### src/rtl/agp_pkg.sv
package agp_pkg;

  localparam int BYTE_W  = 8;
  localparam int NUM_REG = 4;

  typedef enum logic [1:0] {
    PM_SINGLE = 2'd0,
    PM_NEXP   = 2'd1,
    PM_STEST  = 2'd2,
    PM_MIRROR = 2'd3
  } port_mode_e;

  typedef enum logic [1:0] {
    OFF_HI_DATA = 2'd0,
    OFF_LO_DATA = 2'd1,
    OFF_HI_DIR  = 2'd2,
    OFF_LO_DIR  = 2'd3
  } reg_sel_e;

  // Codes above 3 fall back to standalone operation.
  function automatic port_mode_e decode_mode(input logic [2:0] code);
    case (code)
      3'd1:    return PM_NEXP;
      3'd2:    return PM_STEST;
      3'd3:    return PM_MIRROR;
      default: return PM_SINGLE;
    endcase
  endfunction

  function automatic logic bus_owns_pins(input port_mode_e m);
    return m != PM_SINGLE;
  endfunction

  function automatic logic pin0_carries_addr(input port_mode_e m);
    return (m == PM_STEST) || (m == PM_MIRROR);
  endfunction

  // Driven pins read back the latch; undriven pins read the pad.
  function automatic logic read_mix_bit(input logic dir, input logic latch,
                                        input logic pad);
    return dir ? latch : pad;
  endfunction

endpackage

### src/rtl/agp_sync.sv
module agp_sync #(
  parameter int W      = 8,
  parameter int STAGES = 2
) (
  input  logic         clk,
  input  logic         rst_n,
  input  logic [W-1:0] async_i,
  output logic [W-1:0] sync_o
);

  logic [W-1:0] stage_q [STAGES];

  always_ff @(posedge clk) begin
    if (!rst_n) stage_q[0] <= '0;
    else        stage_q[0] <= async_i;
  end

  for (genvar s = 1; s < STAGES; s++) begin : g_stage
    always_ff @(posedge clk) begin
      if (!rst_n) stage_q[s] <= '0;
      else        stage_q[s] <= stage_q[s-1];
    end
  end

  assign sync_o = stage_q[STAGES-1];

  // the output only ever takes the previous value of the stage before it
  a_r4_sync_chain: assert property (@(posedge clk) disable iff (!rst_n)
    1'b1 |=> sync_o == $past(stage_q[STAGES-2]));

endmodule

### src/rtl/agp_port.sv
module agp_port
  import agp_pkg::*;
#(
  parameter int W           = 8,
  parameter int SYNC_STAGES = 2
) (
  input  logic         clk,
  input  logic         rst_n,
  input  logic         wr_latch,
  input  logic         wr_dir,
  input  logic [W-1:0] wdata,
  input  logic [W-1:0] claim_mask,
  input  logic [W-1:0] claim_val,
  input  logic [W-1:0] pad_in,
  output logic [W-1:0] pad_out,
  output logic [W-1:0] pad_oe,
  output logic [W-1:0] rd_latch,
  output logic [W-1:0] rd_dir
);

  logic [W-1:0] latch_q;
  logic [W-1:0] dir_q;
  logic [W-1:0] pad_s;

  always_ff @(posedge clk) begin
    if (!rst_n) begin
      latch_q <= '0;
      dir_q   <= '0;
    end else begin
      if (wr_latch) latch_q <= wdata;
      if (wr_dir)   dir_q   <= wdata;
    end
  end

  agp_sync #(.W(W), .STAGES(SYNC_STAGES)) i_sync (
    .clk    (clk),
    .rst_n  (rst_n),
    .async_i(pad_in),
    .sync_o (pad_s)
  );

  for (genvar i = 0; i < W; i++) begin : g_pin
    always_comb begin
      pad_out[i]  = claim_mask[i] ? claim_val[i] : latch_q[i];
      pad_oe[i]   = claim_mask[i] | dir_q[i];
      rd_latch[i] = read_mix_bit(dir_q[i], latch_q[i], pad_s[i]);
    end
  end

  assign rd_dir = dir_q;

  // a write lands in the register on the next edge
  a_r2_latch_write: assert property (@(posedge clk) disable iff (!rst_n)
    wr_latch |=> latch_q == $past(wdata));
  a_r2_dir_write: assert property (@(posedge clk) disable iff (!rst_n)
    wr_dir |=> dir_q == $past(wdata));
  // unclaimed pins follow their own registers
  a_r5_free_pins: assert property (@(posedge clk) disable iff (!rst_n)
    claim_mask == '0 |-> (pad_oe == dir_q) && (pad_out == latch_q));

endmodule

### src/rtl/addr_gpio_pair.sv
module addr_gpio_pair
  import agp_pkg::*;
#(
  parameter int W           = BYTE_W,
  parameter int OFF_W       = 3,
  parameter int SYNC_STAGES = 2
) (
  input  logic              clk,
  input  logic              rst_n,
  input  logic [2:0]        mode,
  input  logic              reg_wr,
  input  logic              reg_rd,
  input  logic [OFF_W-1:0]  reg_off,
  input  logic [W-1:0]      reg_wdata,
  output logic [W-1:0]      reg_rdata,
  input  logic [2*W-1:0]    bus_addr,
  input  logic              lane_strobe,
  input  logic [W-1:0]      mir_rdata,
  output logic              mir_we,
  output logic              mir_re,
  output logic [1:0]        mir_off,
  output logic [W-1:0]      mir_wdata,
  output logic [W-1:0]      pa_out,
  output logic [W-1:0]      pa_oe,
  input  logic [W-1:0]      pa_in,
  output logic [W-1:0]      pb_out,
  output logic [W-1:0]      pb_oe,
  input  logic [W-1:0]      pb_in
);

  localparam int ADDR_W = 2 * W;

  port_mode_e   pmode;
  logic         bus_claim;
  logic         mirror_on;
  logic         off_valid;
  reg_sel_e     sel;
  logic [W-1:0] claim_mask;
  logic [W-1:0] hi_val;
  logic [W-1:0] lo_val;
  logic         pin0_src;
  logic [W-1:0] hi_rd_latch, hi_rd_dir;
  logic [W-1:0] lo_rd_latch, lo_rd_dir;
  logic [W-1:0] local_rd;
  logic         wr_hi_latch, wr_lo_latch, wr_hi_dir, wr_lo_dir;

  always_comb begin
    pmode      = decode_mode(mode);
    bus_claim  = bus_owns_pins(pmode);
    mirror_on  = (pmode == PM_MIRROR);
    off_valid  = (reg_off < OFF_W'(NUM_REG));
    sel        = reg_sel_e'(reg_off[1:0]);
    claim_mask = bus_claim ? '1 : '0;
    hi_val     = bus_addr[ADDR_W-1:W];
    pin0_src   = pin0_carries_addr(pmode) ? bus_addr[0] : lane_strobe;
    lo_val     = {bus_addr[W-1:1], pin0_src};
  end

  assign wr_hi_latch = reg_wr && off_valid && (sel == OFF_HI_DATA);
  assign wr_lo_latch = reg_wr && off_valid && (sel == OFF_LO_DATA);
  assign wr_hi_dir   = reg_wr && off_valid && (sel == OFF_HI_DIR);
  assign wr_lo_dir   = reg_wr && off_valid && (sel == OFF_LO_DIR);

  agp_port #(.W(W), .SYNC_STAGES(SYNC_STAGES)) i_port_hi (
    .clk       (clk),
    .rst_n     (rst_n),
    .wr_latch  (wr_hi_latch),
    .wr_dir    (wr_hi_dir),
    .wdata     (reg_wdata),
    .claim_mask(claim_mask),
    .claim_val (hi_val),
    .pad_in    (pa_in),
    .pad_out   (pa_out),
    .pad_oe    (pa_oe),
    .rd_latch  (hi_rd_latch),
    .rd_dir    (hi_rd_dir)
  );

  agp_port #(.W(W), .SYNC_STAGES(SYNC_STAGES)) i_port_lo (
    .clk       (clk),
    .rst_n     (rst_n),
    .wr_latch  (wr_lo_latch),
    .wr_dir    (wr_lo_dir),
    .wdata     (reg_wdata),
    .claim_mask(claim_mask),
    .claim_val (lo_val),
    .pad_in    (pb_in),
    .pad_out   (pb_out),
    .pad_oe    (pb_oe),
    .rd_latch  (lo_rd_latch),
    .rd_dir    (lo_rd_dir)
  );

  always_comb begin
    case (sel)
      OFF_HI_DATA: local_rd = hi_rd_latch;
      OFF_LO_DATA: local_rd = lo_rd_latch;
      OFF_HI_DIR:  local_rd = hi_rd_dir;
      default:     local_rd = lo_rd_dir;
    endcase
  end

  always_ff @(posedge clk) begin
    if (!rst_n)         reg_rdata <= '0;
    else if (reg_rd) begin
      if (!off_valid)     reg_rdata <= '0;
      else if (mirror_on) reg_rdata <= mir_rdata;
      else                reg_rdata <= local_rd;
    end
  end

  assign mir_we    = reg_wr && off_valid && mirror_on;
  assign mir_re    = reg_rd && off_valid && mirror_on;
  assign mir_off   = reg_off[1:0];
  assign mir_wdata = reg_wdata;

  // high port carries the upper address byte
  a_r6_high_byte: assert property (@(posedge clk) disable iff (!rst_n)
    (mode inside {3'd1, 3'd2, 3'd3}) |-> (pa_oe == '1) && (pa_out == bus_addr[ADDR_W-1:W]));
  // low port pins above 0 carry the lower address bits
  a_r7_low_byte: assert property (@(posedge clk) disable iff (!rst_n)
    (mode inside {3'd1, 3'd2, 3'd3}) |-> (pb_oe == '1) && (pb_out[W-1:1] == bus_addr[W-1:1]));
  // pin 0 role per mode
  a_r8_pin0_strobe: assert property (@(posedge clk) disable iff (!rst_n)
    (mode == 3'd1) |-> pb_out[0] == lane_strobe);
  a_r8_pin0_addr: assert property (@(posedge clk) disable iff (!rst_n)
    (mode inside {3'd2, 3'd3}) |-> pb_out[0] == bus_addr[0]);
  // mirrored read returns the external byte
  a_r9_mirror_read: assert property (@(posedge clk) disable iff (!rst_n)
    (reg_rd && mode == 3'd3 && reg_off < 3'd4) |=> reg_rdata == $past(mir_rdata));
  // mirrored write is presented outside
  a_r10_mirror_write: assert property (@(posedge clk) disable iff (!rst_n)
    (reg_wr && mode == 3'd3 && reg_off < 3'd4) |-> mir_we && (mir_wdata == reg_wdata));
  // unused offsets read zero
  a_r11_unused_zero: assert property (@(posedge clk) disable iff (!rst_n)
    (reg_rd && reg_off >= 3'd4) |=> reg_rdata == '0);

endmodule

### config.mk
export PLATFORM = sky130hd
export DESIGN_NAME = addr_gpio_pair
export DESIGN_NICKNAME = d
export VERILOG_FILES = /design/src/rtl/agp_pkg.sv /design/src/rtl/agp_sync.sv /design/src/rtl/agp_port.sv /design/src/rtl/addr_gpio_pair.sv
export SDC_FILE = /design/constraint.sdc
export NUM_CORES = 1
export LEC_CHECK = 0
export BUFFER_PORTS_ARGS = -buffer_cell sky130_fd_sc_hd__buf_4
export CAP_MARGIN = 25
export CORE_MARGIN = 2
export CORE_UTILIZATION = 49
export CTS_CLUSTER_SIZE = 25
export DETAILED_ROUTE_END_ITERATION = 8
export GPL_TIMING_DRIVEN = 0
export PLACE_DENSITY = 0.78
export REMOVE_ABC_BUFFERS = 1
export SETUP_SLACK_MARGIN = 0.05
export SLEW_MARGIN = 20
export SYNTH_ARGS = -nofsm -noshare
export SYNTH_HDL_FRONTEND = slang
export SYNTH_HIERARCHICAL = 1
export SYNTH_SLANG_ARGS = --single-unit
### constraint.sdc
create_clock -name clk -period 2 [get_ports clk]
set_input_delay 0.2 -clock clk [delete_from_list [all_inputs] [get_ports clk]]
set_output_delay 0.2 -clock clk [all_outputs]
set_load 0.05 [all_outputs]
==> impl_summary.txt, run 1 <==
----------------------------------------------------
[Outcome]
  Outcome ... finished clean

[Power and ir drop]
  Net switching power ... 0.000942 W
  Peak supply drop ... 0.000499 V
  Power density over the cells ... 760 nW/um^2
  Sw Share ... 28.9%
  Flop pwr share ... 46.0%
  Internal power ... 0.00231 W
  Power share of the combinational group ... 19.2%
  Leakage power summed over all cells ... 1.84 nW
  Part of the power in the clock network ... 34.8%

[Synthesis]
  Synthesis-stage register bit count ... 72
  Post-synthesis instance area ... 3290 um^2
  Portion of the post-synthesis area used by sequential elements ... 43.8%
  Ranking of synthesized cells by area ... sky130_fd_sc_hd__dfxtp_1 44%, sky130_fd_sc_hd__mux2i_1 9.7%, sky130_fd_sc_hd__mux2_1 8.2%, sky130_fd_sc_hd__nor2b_1 6.5%, sky130_fd_sc_hd__and2_2 5.5%
  Area fraction of the dominant cell type after synthesis ... 43.8%
  Most instantiated library cell after synthesis ... sky130_fd_sc_hd__dfxtp_1
  Fraction of registers with async set or reset after synthesis ... 0%
  Cell taking the most area after synthesis ... sky130_fd_sc_hd__dfxtp_1
  Synth warn ... 6
  Number of flops mapped to enable cells by yosys ... 0
  Synth cell types ... 27
  Mean post-synth cell area ... 11.7 um^2
  Dominant register cell in the synthesized netlist ... sky130_fd_sc_hd__dfxtp_1
  Ranking of synthesized cells by instance count ... 72 x sky130_fd_sc_hd__dfxtp_1, 34 x sky130_fd_sc_hd__nor2b_1, 32 x sky130_fd_sc_hd__mux2i_1
  Synthesized instance count ... 281

[Clock network]
  Clock tree from TritonCTS ... done
  Count of hold-fix buffers inserted at cts ... 0
  Buffer depth of the longest clock path ... 2
  Clk pin slew, worst setup/hold paths ... 0.08 ns
  H-tree levels ... 3
  Resized cells post-CTS ... 0
  Clock buffers created by TritonCTS ... 9
  Worst-Skew Late Latency ... 0.35 ns
  Root Buffer ... sky130_fd_sc_hd__clkbuf_8
  Clock net sink count ... 72
  Postcts setup bufs ... 0

[Setup path]
  Worst setup EP type ... primary output
  Startpoint type of the worst setup path ... primary input
  Worst Setup Path Type ... in2out
  Crit path max fanout ... 17
  Worst endpoint required time ... 1.80 ns
  Data arrival time of the worst path ... 1.54 ns

[Layout]
  Antenna diode instance count ... 0
  Post-layout nets ... 441
  Share of post-route cells with drive strength above 1 ... 45.2%
  Fillers ... 522
  P&R area growth vs syn ... 30.3%
  Register cell area after layout ... 1440 um^2
  Multi-input gate area in the final layout ... 1670 um^2

[Die]
  Die H ... 85.9 um
  Die Footprint ... 7380 um^2
  Count of standard-cell rows ... 29
  Core region area ... 6420 um^2
  Chip Width ... 85.9 um
  Top-level I/O count ... 111
  Initial Util ... 51.2%

[Timing]
  Total count of max-transition violations in the final report ... 0
  Shortest period the worst path allows ... 1.74 ns
  Setup repair after global routing missed its margin ... false
  Slack of the critical path ... 0.259 ns
  Final Setup Violations ... 0
  Total negative slack for setup checks ... 0 ns
  Final Hold Vio Count ... 0
  Worst Clk Skew ... 0.00905 ns
  Worst Tran Pin Value ... 0.685 ns
  Final period util ... 87.0%
  Rel. slew slack ... 54.2%
  Maximum frequency from static timing analysis ... 574 MHz

[Hold path]
  Path class of the lowest-slack min-delay path ... in2reg

[Detailed routing]
  Avg Vias per Cell ... 5.09
  Via count ... 2,362
  Post-detailed-route DRC marker count ... 0
  Drt total wl ... 7.30 mm
  Detailed Routing Iterations Pass 1 ... 4
  Wirelength per Cell ... 15.7 um
  Post-route antenna net violation count ... 0
  Violation count after the first detailed-route iteration ... 114

[Place]
  Post-DP HPWL ... 5.02 mm
  Placer's final routability congestion estimate ... 0.798
  DP Worst Slack ... 0.236 ns
  I/O Buffers ... 110

[Global routing]
  First-pass GRT wire length ... 11.6 mm
  Maximum number of pins on one net before global-route repair ... 75
  Via count of the first global-routing pass ... 2,354
  Antenna violations before repair ... 0
  Overall Global Routing Usage ... 20.5%
  GRT Residual Overflow ... 0

[Run]
  Count of maximum capacitance violations ... 0

----------------------------------------------------
## layer usage
layer / share of wire (%) / routed length [um] / GRT usage, % / up-vias
met5: 0 / 0 / 0 / -
met4: 1.0 / 75 / 5.63 / 0
met3: 6.9 / 501 / 5.77 / 8
met2: 47 / 3420 / 32.9 / 89
met1: 45 / 3300 / 27.2 / 1094
li1: - / - / - / 1171
## cell type report
cell class | instances | share of cell area, %
timing repair buffer | 114 | 20.3
tap | 77 | 2.25
clock inverter | 7 | 1.69
inverter | 1 | 0.0876
sequential | 72 | 33.7
clock buffer | 9 | 2.89
multi-input combinational | 184 | 39.1
## registers in the layout, summed over array words and instances (netlist names)
signal,flops
i_port_hi/i_sync/stage_q,16
i_port_hi/latch_q,8
i_port_hi/rd_dir,8
i_port_lo/i_sync/stage_q,16
i_port_lo/latch_q,8
i_port_lo/rd_dir,8
reg_rdata,8
## layout by cell type (no fill, tap or decap)
master / n
sky130_fd_sc_hd__dfxtp_1: 72
sky130_fd_sc_hd__a32o_1: 7
sky130_fd_sc_hd__nand3b_1: 1
sky130_fd_sc_hd__mux4_1: 1
sky130_fd_sc_hd__and2_2: 24
sky130_fd_sc_hd__a221o_1: 1
sky130_fd_sc_hd__nor3_1: 1
sky130_fd_sc_hd__nor2b_1: 34
sky130_fd_sc_hd__or2_1: 16
sky130_fd_sc_hd__buf_6: 2
sky130_fd_sc_hd__and4_1: 1
sky130_fd_sc_hd__and3b_1: 1
sky130_fd_sc_hd__a22o_1: 7
sky130_fd_sc_hd__nor3_2: 1
sky130_fd_sc_hd__clkinv_2: 2
sky130_fd_sc_hd__mux2_2: 9
sky130_fd_sc_hd__mux2_1: 24
sky130_fd_sc_hd__nor2_4: 1
sky130_fd_sc_hd__and3_1: 1
sky130_fd_sc_hd__and4b_2: 1
sky130_fd_sc_hd__mux2i_1: 32
sky130_fd_sc_hd__and2_1: 8
sky130_fd_sc_hd__nand2b_1: 2
sky130_fd_sc_hd__mux4_2: 7
sky130_fd_sc_hd__inv_1: 1
sky130_fd_sc_hd__buf_4: 111
sky130_fd_sc_hd__clkbuf_8: 9
sky130_fd_sc_hd__buf_8: 1
sky130_fd_sc_hd__clkinv_4: 2
sky130_fd_sc_hd__bufinv_16: 1
sky130_fd_sc_hd__clkinvlp_4: 2
sky130_fd_sc_hd__nor3b_2: 2
sky130_fd_sc_hd__nor2_1: 2
## path summary, 6_finish.rpt
kind                                                     start                             end  slack (ns)  cells after the start
worst min-delay path                                  pa_in[5]  i_port_hi/i_sync/stage_q[0][5]        0.06                      2
worst max-delay path                                   mode[1]                       pb_out[2]        0.26                      6
worst max register to register             i_port_hi/rd_dir[4]                    reg_rdata[4]        0.35                      3
worst min register to register  i_port_hi/i_sync/stage_q[0][4]  i_port_hi/i_sync/stage_q[1][4]        0.44                      1
## stage by stage
step	hold slack, ns	power, W	cells	util [%]	instance area, um^2
after floorplan	0.322	0.00186	257	-	3100
after global placement	0.414	0.00215	444	62.6	4020
after detailed placement	0.420	0.00216	448	63.6	4090
after CTS	0.0579	0.00328	464	66.7	4280
after global routing	0.0459	0.00341	464	66.7	4280
final	0.0631	0.00326	464	66.7	4280
## power groups by stage
stage / sequential, W / clock [W] / combinational [W]
2_1_floorplan: 0.00154 / 0 / 0.000326
3_3_place_gp: 0.00153 / 0 / 0.000615
5_1_grt: 0.00150 / 0.00124 / 0.000662
6_report: 0.00150 / 0.00113 / 0.000626
4_1_cts: 0.00150 / 0.00115 / 0.000630
3_5_place_dp: 0.00153 / 0 / 0.000629
## worst max-delay path: stages
cell and delay (ns):
sky130_fd_sc_hd__buf_4 0.09, sky130_fd_sc_hd__nor2_1 0.06, sky130_fd_sc_hd__nor2_4 0.39, sky130_fd_sc_hd__buf_8 0.23, sky130_fd_sc_hd__mux2_1 0.36, sky130_fd_sc_hd__buf_4 0.20
## cell families after synthesis
family | count (synthesis) | synth area share (%)
buffers and inverters | 25 | 5.94
AO/OA/AOI/OAI | 15 | 4.30
multiplexers | 73 | 26.6
AND/OR/NAND/NOR | 96 | 19.3
flip-flops | 72 | 43.8
Note: power is estimated with default switching activity, not from simulation.
==> run 2: changes to the inputs <==
Settings changed: BUFFER_PORTS_ARGS -buffer_cell sky130_fd_sc_hd__buf_4 to -buffer_cell sky130_fd_sc_hd__buf_2.
==> run 2 against run 1 <==
  * Flip-flop and latch count is the same
  * Hold slack improved by 0.014 ns
  * Routed wire length is 1.9% lower
  * Sequential share of layout area up 2.4 points
  * Clock power down 17%
  * Cell count did not move
  * Non-clock buffer count grew 1
  * Clock skew down 0.0035 ns
  * Critical endpoint unchanged
==> impl_summary.txt, run 2 (synthesis gave the netlist of run 1 again) <==
----------------------------------------------------
[Outcome]
  Outcome ... finished clean

[Global routing]
  Via count of the first global-routing pass ... 2,279
  Antenna violations before repair ... 0
  Overall Global Routing Usage ... 20.1%
  First-pass GRT wire length ... 11.3 mm
  GRT Residual Overflow ... 0
  Maximum number of pins on one net before global-route repair ... 75

[Clock network]
  Clock net sink count ... 72
  Count of hold-fix buffers inserted at cts ... 0
  Clock buffers created by TritonCTS ... 9
  Postcts setup bufs ... 0
  Clk pin slew, worst setup/hold paths ... 0.07 ns
  Worst-Skew Late Latency ... 0.34 ns
  Resized cells post-CTS ... 0
  Buffer depth of the longest clock path ... 2
  Root Buffer ... sky130_fd_sc_hd__clkbuf_8
  H-tree levels ... 3
  Clock tree from TritonCTS ... done

[Place]
  I/O Buffers ... 110
  Number of cells after detailed placement ... 448
  Placer's final routability congestion estimate ... 0.786
  Cell area after placement ... 3810 um^2
  Post-DP HPWL ... 4.90 mm

[Layout]
  Most frequent cells in the layout ... 110 x sky130_fd_sc_hd__buf_2, 72 x sky130_fd_sc_hd__dfxtp_1, 34 x sky130_fd_sc_hd__nor2b_1
  Top Registers ... i_port_hi/i_sync/stage_q: 16 flops, i_port_lo/i_sync/stage_q: 16 flops
  Antenna diode instance count ... 0
  Post-layout nets ... 442
  Most common library cell in the layout ignoring fill and taps ... sky130_fd_sc_hd__buf_2
  Finished Layout Cells ... 464
  Fillers ... 548
  Share of post-route cells with drive strength above 1 ... 45.0%
  P&R area growth vs syn ... 21.5%
  Post-layout utilization of the core ... 62.2%
  Design Area, Final ... 4000 um^2

[Setup path]
  Worst Setup Path Type ... in2out
  Data arrival time of the worst path ... 1.54 ns
  Worst endpoint required time ... 1.80 ns
  Worst setup EP type ... primary output
  Startpoint type of the worst setup path ... primary input
  Crit path max fanout ... 17

[Die]
  Die Footprint ... 7380 um^2
  Top-level I/O count ... 111
  Core region area ... 6420 um^2
  Die H ... 85.9 um
  Initial Util ... 51.2%
  Count of standard-cell rows ... 29
  Chip Width ... 85.9 um

[Detailed routing]
  Violation count after the first detailed-route iteration ... 133
  Wirelength per Cell ... 15.4 um
  Drt total wl ... 7.16 mm
  Avg Vias per Cell ... 5.15
  Via count ... 2,390
  Post-route antenna net violation count ... 0
  Post-detailed-route DRC marker count ... 0
  Detailed Routing Iterations Pass 1 ... 4

[Power and ir drop]
  Total power consumption of the routed design ... 0.00300 W
  Net switching power ... 0.000890 W
  Leakage power summed over all cells ... 1.77 nW
  Part of the power in the clock network ... 31.2%
  Peak supply drop ... 0.000507 V
  Sw Share ... 29.7%
  Power share of the combinational group ... 18.8%
  Internal power ... 0.00211 W
  Flop pwr share ... 50.0%
  Power density over the cells ... 751 nW/um^2

[Timing]
  Worst Tran Pin Value ... 0.700 ns
  Final period util ... 87.0%
  Final Hold Vio Count ... 0
  Final Setup Violations ... 0
  Total count of max-transition violations in the final report ... 0
  Worst Clk Skew ... 0.00558 ns
  Total negative slack for setup checks ... 0 ns
  Rel. slew slack ... 53.2%
  Setup repair after global routing missed its margin ... false
  Maximum frequency from static timing analysis ... 575 MHz
  Shortest period the worst path allows ... 1.74 ns

[Run]
  Count of maximum capacitance violations ... 0

[Hold path]
  Path class of the lowest-slack min-delay path ... in2reg

----------------------------------------------------
[run 2: layout make-up]
type                            count  area [um^2]  share of cell area, %
Tap cell                           77         96.3                   2.41
Clock inverter                      5         25.0                  0.626
Multi-Input combinational cell    184         1670                   41.9
Clock buffer                       10          128                   3.19
Inverter                            1         3.75                 0.0940
Timing Repair Buffer              115          627                   15.7
Sequential cell                    72         1440                   36.1
[run 2: routing by layer]
layer	part of all wire, %	GRT usage (%)	up-vias
met1	46	26.5	1129
met4	1.6	9.09	0
met3	5.1	3.56	11
met5	0	0	-
met2	47	32.1	79
li1	-	-	1171
[run 2: critical path, cell delays in order]
cell and delay (ns):
sky130_fd_sc_hd__buf_2 0.10, sky130_fd_sc_hd__nor2_1 0.06, sky130_fd_sc_hd__nor2_4 0.37, sky130_fd_sc_hd__buf_8 0.23, sky130_fd_sc_hd__mux2_1 0.35, sky130_fd_sc_hd__buf_2 0.22
[run 2: worst paths after layout]
check	slack, ns	depth (start not counted)	end	from
worst max register to register	0.37	3	reg_rdata[4]	i_port_hi/rd_dir[4]
worst max-delay path	0.26	6	pb_out[2]	mode[1]
worst min-delay path	0.08	2	i_port_hi/i_sync/stage_q[0][0]	pa_in[0]
worst min register to register	0.43	1	i_port_lo/i_sync/stage_q[1][4]	i_port_lo/i_sync/stage_q[0][4]
[run 2: power by group through the flow]
| stage | Clock, W | Combinational [W] | Sequential [W] |
|---|---|---|---|
| finish | 0.000938 | 0.000564 | 0.00150 |
| global route | 0.00103 | 0.000598 | 0.00151 |
| CTS | 0.000968 | 0.000562 | 0.00150 |
| detailed placement | 0 | 0.000559 | 0.00153 |
| global placement | 0 | 0.000543 | 0.00153 |
| floorplan | 0 | 0.000326 | 0.00154 |
[run 2: per-stage QoR]
stage	hold slack [ns]	setup slack [ns]
detailed placement	0.417	0.201
finish	0.0776	0.261
floorplan	0.322	-0.0527
CTS	0.0572	0.247
global placement	0.414	-0.969
global route	0.0625	0.160
==> run 3: changes to the inputs <==
Settings changed: CORE_UTILIZATION 49 to 52, CTS_BUF_LIST from default to sky130_fd_sc_hd__clkbuf_8, PLACE_DENSITY 0.78 to 0.82.
==> run 3 against run 2 <==
  * Setup slack gained 0.039 ns
  * Die area decreased by 5.5%
  * Global-route usage up 0.68 points
  * Flip-flop and latch count unchanged
  * Utilization increased by 5.1 points
  * Routed wire length down 1.7%
  * Sequential share of layout area shrank 0.53 points
  * Sequential power hardly changed
  * Register-to-register slack is essentially flat
  * Clock power grew 25%
  * Critical path depth unchanged
  * Largest cell class unchanged
==> impl_summary.txt, run 3 (synthesis gave the netlist of run 1 again) <==
----------------------------------------------------
[Setup path]
  Startpoint of the worst-slack reg-to-reg timing path ... i_port_hi/rd_dir[4]
  Worst reg-to-reg setup slack ... 0.37 ns
  Reg-to-Reg End ... reg_rdata[4]
  Worst endpoint required time ... 1.80 ns
  Worst r2r path cells ... 3
  Worst setup EP type ... primary output
  Startpoint type of the worst setup path ... primary input
  Launch point of the worst path ... mode[1]
  Crit path max fanout ... 18
  Worst Setup Path Type ... in2out
  Data arrival time of the worst path ... 1.50 ns

[Die]
  Die H ... 83.5 um
  Die Footprint ... 6980 um^2
  Count of standard-cell rows ... 28
  Core region area ... 6030 um^2
  Chip Width ... 83.5 um
  Top-level I/O count ... 111
  Initial Util ... 54.6%

[Run]
  Count of maximum capacitance violations ... 0

[Global routing]
  Maximum number of pins on one net before global-route repair ... 75
  Antenna violations before repair ... 0
  First-pass GRT wire length ... 11.6 mm
  Via count of the first global-routing pass ... 2,343
  GRT Residual Overflow ... 0
  Overall Global Routing Usage ... 20.7%

[Place]
  Number of cells after detailed placement ... 446
  Placer's final routability congestion estimate ... 0.766
  Post-DP HPWL ... 5.01 mm
  Cell area after placement ... 3820 um^2
  I/O Buffers ... 110
  DP Worst Slack ... 0.278 ns

[Power and ir drop]
  Peak supply drop ... 0.000571 V
  Net switching power ... 0.000913 W
  Sw Share ... 28.2%
  Flop pwr share ... 46.4%
  Internal power ... 0.00232 W
  Power density over the cells ... 797 nW/um^2
  Leakage power summed over all cells ... 1.79 nW
  Power share of the combinational group ... 17.5%
  Part of the power in the clock network ... 36.1%

[Detailed routing]
  Violation count after the first detailed-route iteration ... 72
  Detailed Routing Iterations Pass 1 ... 4
  Post-detailed-route DRC marker count ... 0
  Via count ... 2,394
  Avg Vias per Cell ... 5.17
  Drt total wl ... 7.03 mm
  Post-route antenna net violation count ... 0
  Wirelength per Cell ... 15.2 um

[Layout]
  Top Registers ... i_port_hi/i_sync/stage_q: 16 flops, i_port_lo/i_sync/stage_q: 16 flops
  Most frequent cells in the layout ... 110 x sky130_fd_sc_hd__buf_2, 72 x sky130_fd_sc_hd__dfxtp_1, 34 x sky130_fd_sc_hd__nor2b_1
  Finished Layout Cells ... 463
  P&R area growth vs syn ... 23.3%
  Most common library cell in the layout ignoring fill and taps ... sky130_fd_sc_hd__buf_2
  Antenna diode instance count ... 0
  Design Area, Final ... 4060 um^2
  Post-layout nets ... 442
  Share of post-route cells with drive strength above 1 ... 45.4%

[Clock network]
  Clock tree from TritonCTS ... done
  Clk pin slew, worst setup/hold paths ... 0.07 ns
  H-tree levels ... 3
  Count of hold-fix buffers inserted at cts ... 0
  Postcts setup bufs ... 0
  Worst-Skew Late Latency ... 0.34 ns
  Clock buffers created by TritonCTS ... 9
  Clock net sink count ... 72
  Buffer depth of the longest clock path ... 2
  Root Buffer ... sky130_fd_sc_hd__clkbuf_8
  Resized cells post-CTS ... 0

[Timing]
  Total count of max-transition violations in the final report ... 0
  Rel. slew slack ... 57.5%
  Worst Clk Skew ... 0.00573 ns
  Setup repair after global routing missed its margin ... false
  Shortest period the worst path allows ... 1.70 ns
  Slack of the critical path ... 0.299 ns
  Final Setup Violations ... 0
  Final period util ... 85.0%
  Worst Tran Pin Value ... 0.637 ns
  Maximum frequency from static timing analysis ... 588 MHz
  Final Hold Vio Count ... 0

[Hold path]
  Hold path cells ... 2
  Hold Path Origin ... pa_in[6]
  Hold Path End ... i_port_hi/i_sync/stage_q[0][6]
  Path class of the lowest-slack min-delay path ... in2reg

[Outcome]
  Outcome ... finished clean

----------------------------------------------------
-- run 3: worst max-delay path: stages --
cell,delay (ns)
sky130_fd_sc_hd__buf_2,0.11
sky130_fd_sc_hd__nor2_1,0.07
sky130_fd_sc_hd__nor2_4,0.37
sky130_fd_sc_hd__buf_16,0.21
sky130_fd_sc_hd__mux2_1,0.32
sky130_fd_sc_hd__buf_2,0.21
-- run 3: worst max-delay path by stage --
stage                      to  slack, ns  depth (start not counted)
floorplan           pa_out[0]      -0.05                          3
global placement    pb_out[6]      -0.90                          5
detailed placement  pa_out[4]       0.28                          6
CTS                 pa_out[4]       0.28                          6
global route        pa_out[1]       0.19                          6
finish              pa_out[6]       0.30                          6
-- run 3: power by group through the flow --
stage | sequential [W] | clock (W) | combinational (W)
2_1_floorplan | 0.00154 | 0 | 0.000326
3_3_place_gp | 0.00153 | 0 | 0.000541
3_5_place_dp | 0.00153 | 0 | 0.000563
4_1_cts | 0.00150 | 0.00119 | 0.000565
5_1_grt | 0.00150 | 0.00125 | 0.000601
6_report | 0.00150 | 0.00117 | 0.000566
-- run 3: through the flow --
stage	hold slack (ns)	utilization, %	TNS (ns)	power [W]
6_report	0.0744	67.3	0	0.00323
4_1_cts	0.0634	66.8	0	0.00325
2_1_floorplan	0.322	-	-0.843	0.00186
5_1_grt	0.0696	67.3	0	0.00336
3_5_place_dp	0.419	63.4	0	0.00210
3_3_place_gp	0.415	62.1	-37.17	0.00207
-- run 3: cell type report --
class | instances | area (um^2)
Clock buffer | 11 | 151
Clock inverter | 5 | 55.1
Fill cell | 488 | 1970
Inverter | 1 | 3.75
Multi-Input combinational cell | 184 | 1670
Sequential cell | 72 | 1440
Tap cell | 75 | 93.8
Timing Repair Buffer | 115 | 636
-- run 3: per-layer routing --
metal  up-vias  GRT usage [%]  routed length (um)
met5         -              0                   0
met4         0           8.21                 108
met3        11           3.76                 376
met2        88           33.7                3250
met1      1115           27.6                3300
li1       1180              -                   -
